--- src/rtl/hzc_pkg.sv ---
package hzc_pkg;
  typedef enum logic [1:0] {
    PCS_SEQ    = 2'b00,
    PCS_BRANCH = 2'b01,
    PCS_TRAP   = 2'b10
  } pc_src_e;
endpackage

--- src/rtl/hzc_loaduse.sv ---
module hzc_loaduse #(
  parameter int REG_W = 5,
  parameter int NSRC  = 2
) (
  input  logic                        ld_flag,
  input  logic [REG_W-1:0]            ld_dst,
  input  logic [NSRC-1:0][REG_W-1:0]  srcs,
  output logic                        hit
);
  logic [NSRC-1:0] match;

  // One comparator per decode source operand.
  for (genvar g = 0; g < NSRC; g++) begin : g_cmp
    assign match[g] = (srcs[g] == ld_dst);
  end

  assign hit = ld_flag && (|match);
endmodule

--- src/rtl/hzc_redirect.sv ---
module hzc_redirect
  import hzc_pkg::*;
(
  input  logic    clk,
  input  logic    rst_n,
  input  logic    load_hit,
  input  logic    br_taken,
  input  logic    ovf,
  output logic    pc_we,
  output logic    ifid_we,
  output logic    bubble_sel,
  output logic    flush_ifid,
  output logic    flush_id,
  output logic    flush_ex,
  output pc_src_e pc_src
);
  logic redirect;
  logic stall;

  assign redirect = ovf || br_taken;
  assign stall    = load_hit && !redirect;

  always_comb begin
    pc_src     = PCS_SEQ;
    flush_ifid = 1'b0;
    flush_id   = 1'b0;
    flush_ex   = 1'b0;
    if (ovf) begin
      pc_src     = PCS_TRAP;
      flush_ifid = 1'b1;
      flush_id   = 1'b1;
      flush_ex   = 1'b1;
    end else if (br_taken) begin
      pc_src     = PCS_BRANCH;
      flush_ifid = 1'b1;
    end
  end

  assign pc_we      = !stall;
  assign ifid_we    = !stall;
  assign bubble_sel = stall;

  // overflow wins over a simultaneous branch
  assert_trap_over_branch_R6: assert property (@(posedge clk) disable iff (!rst_n)
    (ovf && br_taken) |-> (pc_src == PCS_TRAP && flush_ex));

  // a redirect never coexists with a stall
  assert_flush_beats_stall_R7: assert property (@(posedge clk) disable iff (!rst_n)
    (redirect && load_hit) |-> (pc_we && ifid_we && !bubble_sel));

  // branch squashes only the fetch/decode register
  assert_branch_flush_R3: assert property (@(posedge clk) disable iff (!rst_n)
    (br_taken && !ovf) |-> (flush_ifid && !flush_id && !flush_ex));
endmodule

--- src/rtl/hzc_epc.sv ---
module hzc_epc #(
  parameter int ADDR_W = 32
) (
  input  logic              clk,
  input  logic              rst_n,
  input  logic              capture,
  input  logic [ADDR_W-1:0] pc_in,
  output logic [ADDR_W-1:0] epc
);
  always_ff @(posedge clk or negedge rst_n) begin
    if (!rst_n)       epc <= '0;
    else if (capture) epc <= pc_in;
  end

  // capture on overflow, hold otherwise
  assert_epc_load_R8: assert property (@(posedge clk) disable iff (!rst_n)
    capture |=> (epc == $past(pc_in)));
  assert_epc_hold_R8: assert property (@(posedge clk) disable iff (!rst_n)
    !capture |=> $stable(epc));
endmodule

--- src/rtl/hazard_ctrl.sv ---
module hazard_ctrl
  import hzc_pkg::*;
#(
  parameter int              REG_W    = 5,
  parameter int              ADDR_W   = 32,
  parameter logic [ADDR_W-1:0] TRAP_VEC = ADDR_W'(32'h4000_0040)
) (
  input  logic              clk,
  input  logic              rst_n,
  input  logic              ld_in_ex,
  input  logic [REG_W-1:0]  ex_dst,
  input  logic [REG_W-1:0]  dec_src_a,
  input  logic [REG_W-1:0]  dec_src_b,
  input  logic              br_taken,
  input  logic              ovf,
  input  logic [ADDR_W-1:0] ex_pc,
  output logic              pc_we,
  output logic              ifid_we,
  output logic              bubble_sel,
  output logic              flush_ifid,
  output logic              flush_id,
  output logic              flush_ex,
  output logic [1:0]        pc_src,
  output logic [ADDR_W-1:0] trap_pc,
  output logic [ADDR_W-1:0] epc
);
  localparam int NSRC = 2;

  logic [NSRC-1:0][REG_W-1:0] srcs;
  logic                       load_hit;
  pc_src_e                    src_sel;

  assign srcs[0] = dec_src_a;
  assign srcs[1] = dec_src_b;

  hzc_loaduse #(.REG_W(REG_W), .NSRC(NSRC)) u_loaduse (
    .ld_flag (ld_in_ex),
    .ld_dst  (ex_dst),
    .srcs    (srcs),
    .hit     (load_hit)
  );

  hzc_redirect u_redirect (
    .clk        (clk),
    .rst_n      (rst_n),
    .load_hit   (load_hit),
    .br_taken   (br_taken),
    .ovf        (ovf),
    .pc_we      (pc_we),
    .ifid_we    (ifid_we),
    .bubble_sel (bubble_sel),
    .flush_ifid (flush_ifid),
    .flush_id   (flush_id),
    .flush_ex   (flush_ex),
    .pc_src     (src_sel)
  );

  hzc_epc #(.ADDR_W(ADDR_W)) u_epc (
    .clk     (clk),
    .rst_n   (rst_n),
    .capture (ovf),
    .pc_in   (ex_pc),
    .epc     (epc)
  );

  assign pc_src  = src_sel;
  assign trap_pc = TRAP_VEC;

  // a load-use match with no redirect freezes fetch and decode
  assert_loaduse_stall_R1: assert property (@(posedge clk) disable iff (!rst_n)
    (ld_in_ex && (ex_dst == dec_src_a || ex_dst == dec_src_b) && !br_taken && !ovf)
      |-> (!pc_we && !ifid_we && bubble_sel));

  // no load and no redirect means free flow
  assert_no_stall_R2: assert property (@(posedge clk) disable iff (!rst_n)
    (!ld_in_ex && !br_taken && !ovf)
      |-> (pc_we && ifid_we && !bubble_sel && pc_src == 2'b00 && !flush_ifid));

  // overflow squashes three stages and vectors to the trap
  assert_ovf_squash_R4: assert property (@(posedge clk) disable iff (!rst_n)
    ovf |-> (flush_ifid && flush_id && flush_ex && pc_src == 2'b10));
endmodule

--- config.mk ---
export PLATFORM = sky130hd
export DESIGN_NAME = hazard_ctrl
export DESIGN_NICKNAME = d
export VERILOG_FILES = /design/src/rtl/hzc_pkg.sv /design/src/rtl/hzc_loaduse.sv /design/src/rtl/hzc_redirect.sv /design/src/rtl/hzc_epc.sv /design/src/rtl/hazard_ctrl.sv
export SDC_FILE = /design/constraint.sdc
export NUM_CORES = 1
export LEC_CHECK = 0
export ABC_AREA = 1
export BUFFER_PORTS_ARGS = -buffer_cell sky130_fd_sc_hd__buf_2
export CAP_MARGIN = 25
export CORE_UTILIZATION = 42
export CTS_BUF_LIST = sky130_fd_sc_hd__clkbuf_8
export DETAILED_ROUTE_END_ITERATION = 8
export PLACE_DENSITY = 0.83
export SLEW_MARGIN = 25
export SYNTH_ARGS = -nofsm -noshare
export SYNTH_HDL_FRONTEND = slang
export SYNTH_SLANG_ARGS = --single-unit
export TNS_END_PERCENT = 100
--- constraint.sdc ---
create_clock -name clk -period 0.8 [get_ports clk]
set_input_delay 0 -clock clk [delete_from_list [all_inputs] [get_ports clk]]
set_output_delay 0 -clock clk [all_outputs]
set_load 0.01 [all_outputs]
# Yosys cells after proc, flatten, opt, wreduce, memory -nomap -nowiden
# Index checks and enable logic that the tools add are counted.
# op_classes
eq_ne,2
n_mux,5
reduce_logical,6
# ops
operator,count
5-bit equality test,2
1-bit two-way mux,4
1-bit logical AND,2
1-bit logical NOT,2
2-bit two-way mux,1
2-bit OR reduction,1
1-bit logical OR,1
# totals
regBits,32
out_inout_bits,72

# Longest topological paths before layout
# depth
ltp_word,5
depth_mapped,8
ltp_nobuf,7

# Modules after synthesis
# Synthesis repeated with hierarchy kept, for this count alone.
# hier_totals
hier_cells,225
hier_area_um2,1790.5
# modules_own_cells
mod,cells_each,n_inst,area_per_inst_um2
hzc_epc,136,1,1292.5
hazard_ctrl,34,1,247.7
hzc_loaduse,44,1,187.7
hzc_redirect,11,1,62.6

# Least setup slack after synthesis
# No wires, ideal clock.
# synth_timing
kind,input to output
start,in ovf
end,out pc_we
slack_ns,0.164
cell_stages,6
n_path_buf,2
arrival_time_ns,0.636
required_ns,0.800
cell_sequence,buf_2 inv_2 nand3_1 inv_1 nand2_1 buf_4
# synth_between
elab_chain_cells,4
# synth_lines
element,line,text
"start, declared",hazard_ctrl.sv:15,"input logic ovf,"
1-bit logical OR,hzc_redirect.sv:20,assign redirect = ovf || br_taken;
1-bit logical NOT,hzc_redirect.sv:21,assign stall = load_hit && !redirect;
1-bit logical AND,hzc_redirect.sv:21,
1-bit logical NOT,-,
"end, declared",hazard_ctrl.sv:17,"output logic pc_we,"
# Every way passes these cells.

# Worst setup path after layout
# layout_timing
start,reg u_epc.epc[27]
end,out epc[27]
# layout_lines
element,line,text
"start, declared",hzc_epc.sv:8,output logic [ADDR_W-1:0] epc
"start signal, assigned",hzc_epc.sv:12,else if (capture) epc <= pc_in;
"end, declared",hazard_ctrl.sv:25,output logic [ADDR_W-1:0] epc
# No word-level cell between the ends.

==> results.json <==
{
  "required_ps": 800,
  "port_buffers": 91,
  "largest_register_ffs": 32,
  "cp_top_family": "flip-flops",
  "cp-end-kind": "primary output",
  "drv_cap": 0,
  "diodes": 0,
  "cp-start-kind": "flop",
  "fin_area_um2": 2720,
  "slew_viol_final": 0,
  "critPathMaxStageDelay_ps": 400,
  "syn_inst": 224,
  "placed_cell_area_um2": 2060,
  "fin_crit_ps": 821,
  "fmax_mhz": 1220,
  "syn-mean-instance-area_um2": 7.57,
  "cts-htree-levels": 2,
  "finalCritPeriodShare": 1.03,
  "wl_met2_um": 2750,
  "p_leak_nw": 1.64,
  "hpwl_um": 2750,
  "ys_types": 12,
  "status": "complete, but fails checks",
  "final_hold_viol_count": 0,
  "top_layer": "met4",
  "viasPerCell": 4.32,
  "drc": 0,
  "routed_wl_um": 4910,
  "crit_chain": "buf_2",
  "grt_pass1_wl_um": 7270,
  "drive_gt1_frac": 0.361,
  "ys_ff_latch": 32,
  "ir_drop_mv": 1.13,
  "hp-class": "primary input to flop",
  "drt-initial-drc-count": 61,
  "path_class": "flop to primary output",
  "critPathMaxFanout": 2,
  "cts_tree": "done",
  "via_count": 1777,
  "largest-register": "u_epc.epc",
  "rsz0062_at_grt": "true",
  "wl_per_cell_um": 12.0,
  "clockRootBuffer": "clkbuf_8",
  "die-area_um2": 4300,
  "path_buf_inv": 1,
  "wl_met3_um": 289,
  "finalSetupTns_ps": -95.6,
  "start_util": 0.450,
  "syn_area_um2": 1700,
  "violations": "negative setup slack",
  "grt_pass1_vias": 1669,
  "final_common_cell": "nand2_1",
  "powerDensity_nw_per_um2": 1700,
  "overflow": 0,
  "antenna_found_initial": 0,
  "cpMaxStageDelayCell": "dfrtp_1",
  "layout_setup_ws_ps": -21.2,
  "nNetsFinal": 414,
  "wl_met1_um": 1790,
  "cts_buffers": 5,
  "reg_top3": "u_epc.epc x32",
  "arrival_ps": 820,
  "gp_congestion": 0.815,
  "drt-pass1-iter-count": 4,
  "ios": 124,
  "cts_sinks": 32,
  "yosysSeqAreaShare": 0.472,
  "core-area_um2": 3770,
  "dp_slack_ps": 26.2,
  "placementRows": 22,
  "yosysWarningCount": 0,
  "clk_pin_slew_ps": 70,
  "clockBufferDepth": 2,
  "setup_violations": 16,
  "track_usage": 0.229,
  "antenna_left": 0,
  "final_cell_mix": "nand2_1 (116), buf_2 (81), dlygate4sd3_1 (33)",
  "grt_max_degree": 33,
  "num-fill-cells": 283,
  "finalClockSkew_ps": 0,
  "clk_latency_ps": 280,
  "die_h_um": 65.6,
  "die_w_um": 65.6,
  "area_delta_synth_final_pct": 60.3
}
what timing repair did:
item	CTS	global route
resized for setup	2	22
cloned	0	0
pin swaps	0	10
hold buffers	33	0
buffers inserted	9	6
endpoints found under the hold margin	64	0
setup endpoints to repair	24	35
synthesized netlist by cell type (all sizes together):
| cell | instances | area [um2] |
|---|---|---|
| inv | 15 | 56.3 |
| conb | 2 | 7.51 |
| xnor2 | 2 | 17.5 |
| dfrtp | 32 | 801 |
| nand2 | 118 | 443 |
| nor2 | 7 | 26.3 |
| buf | 43 | 313 |
| xor2 | 1 | 8.76 |
| a21oi | 1 | 8.76 |
| nand3 | 3 | 15.0 |
report_power, final:
part	switching (W)	total, W	internal, W
logic	0.000544	0.00109	0.000544
clock network	0.000586	0.00168	0.00110
registers	0.0000794	0.00184	0.00176
per-stage QoR:
stage,utilization,total power (W),hold WS [ps],std cells
3_3_place_gp,0.547,0.00261,-33.5,355
5_1_grt,0.721,0.00487,188,411
6_report,0.721,0.00461,178,411
4_1_cts,0.689,0.00451,162,405
3_5_place_dp,0.547,0.00264,-35.8,355
2_1_floorplan,-,0.00238,-296,254
cell families after synthesis:
kind of cell | share of synthesized area
AOI/OAI and AO/OA | 0.00516
and+or+nand+nor | 0.285
xor gates and xnor gates | 0.0155
DFF | 0.472
other | 0.00443
buffers and inverters | 0.218
layout make-up:
| class | count | area, um2 | area share |
|---|---|---|---|
| clock buffers | 7 | 96.3 | 0.0354 |
| inverters | 15 | 56.3 | 0.0207 |
| multi-input cells | 164 | 669 | 0.246 |
| well taps | 48 | 60.1 | 0.0221 |
| clock inverters | 1 | 30.0 | 0.0110 |
| flip-flops and latches | 32 | 801 | 0.294 |
| repair buffers | 144 | 1010 | 0.370 |
worst register-to-register path, cell delays in order (launching register included):
cell     delay, ps
dfrtp_1        400
buf_4          140
nand2_1         70
nand2_1         50
path summary, 6_finish.rpt:
check / from / end / slack (ps) / cells past startpoint
worst max-delay path: u_epc.epc[27] / epc[27] / -20 / 1
worst min-delay path: ovf / u_epc.epc[31] / 180 / 4
worst max register to register: u_epc.epc[23] / u_epc.epc[23] / 40 / 3
worst min register to register: u_epc.epc[26] / u_epc.epc[26] / 470 / 2
max in group asynchronous: rst_n / u_epc.epc[31] / 410 / 3
min in group asynchronous: rst_n / u_epc.epc[0] / 210 / 3
per-layer routing:
metal / track usage / vias up
met5: 0 / -
met4: 0.0652 / 0
met3: 0.0712 / 12
met2: 0.450 / 76
met1: 0.225 / 826
li1: - / 863
Note: power is estimated with default switching activity, not from simulation.
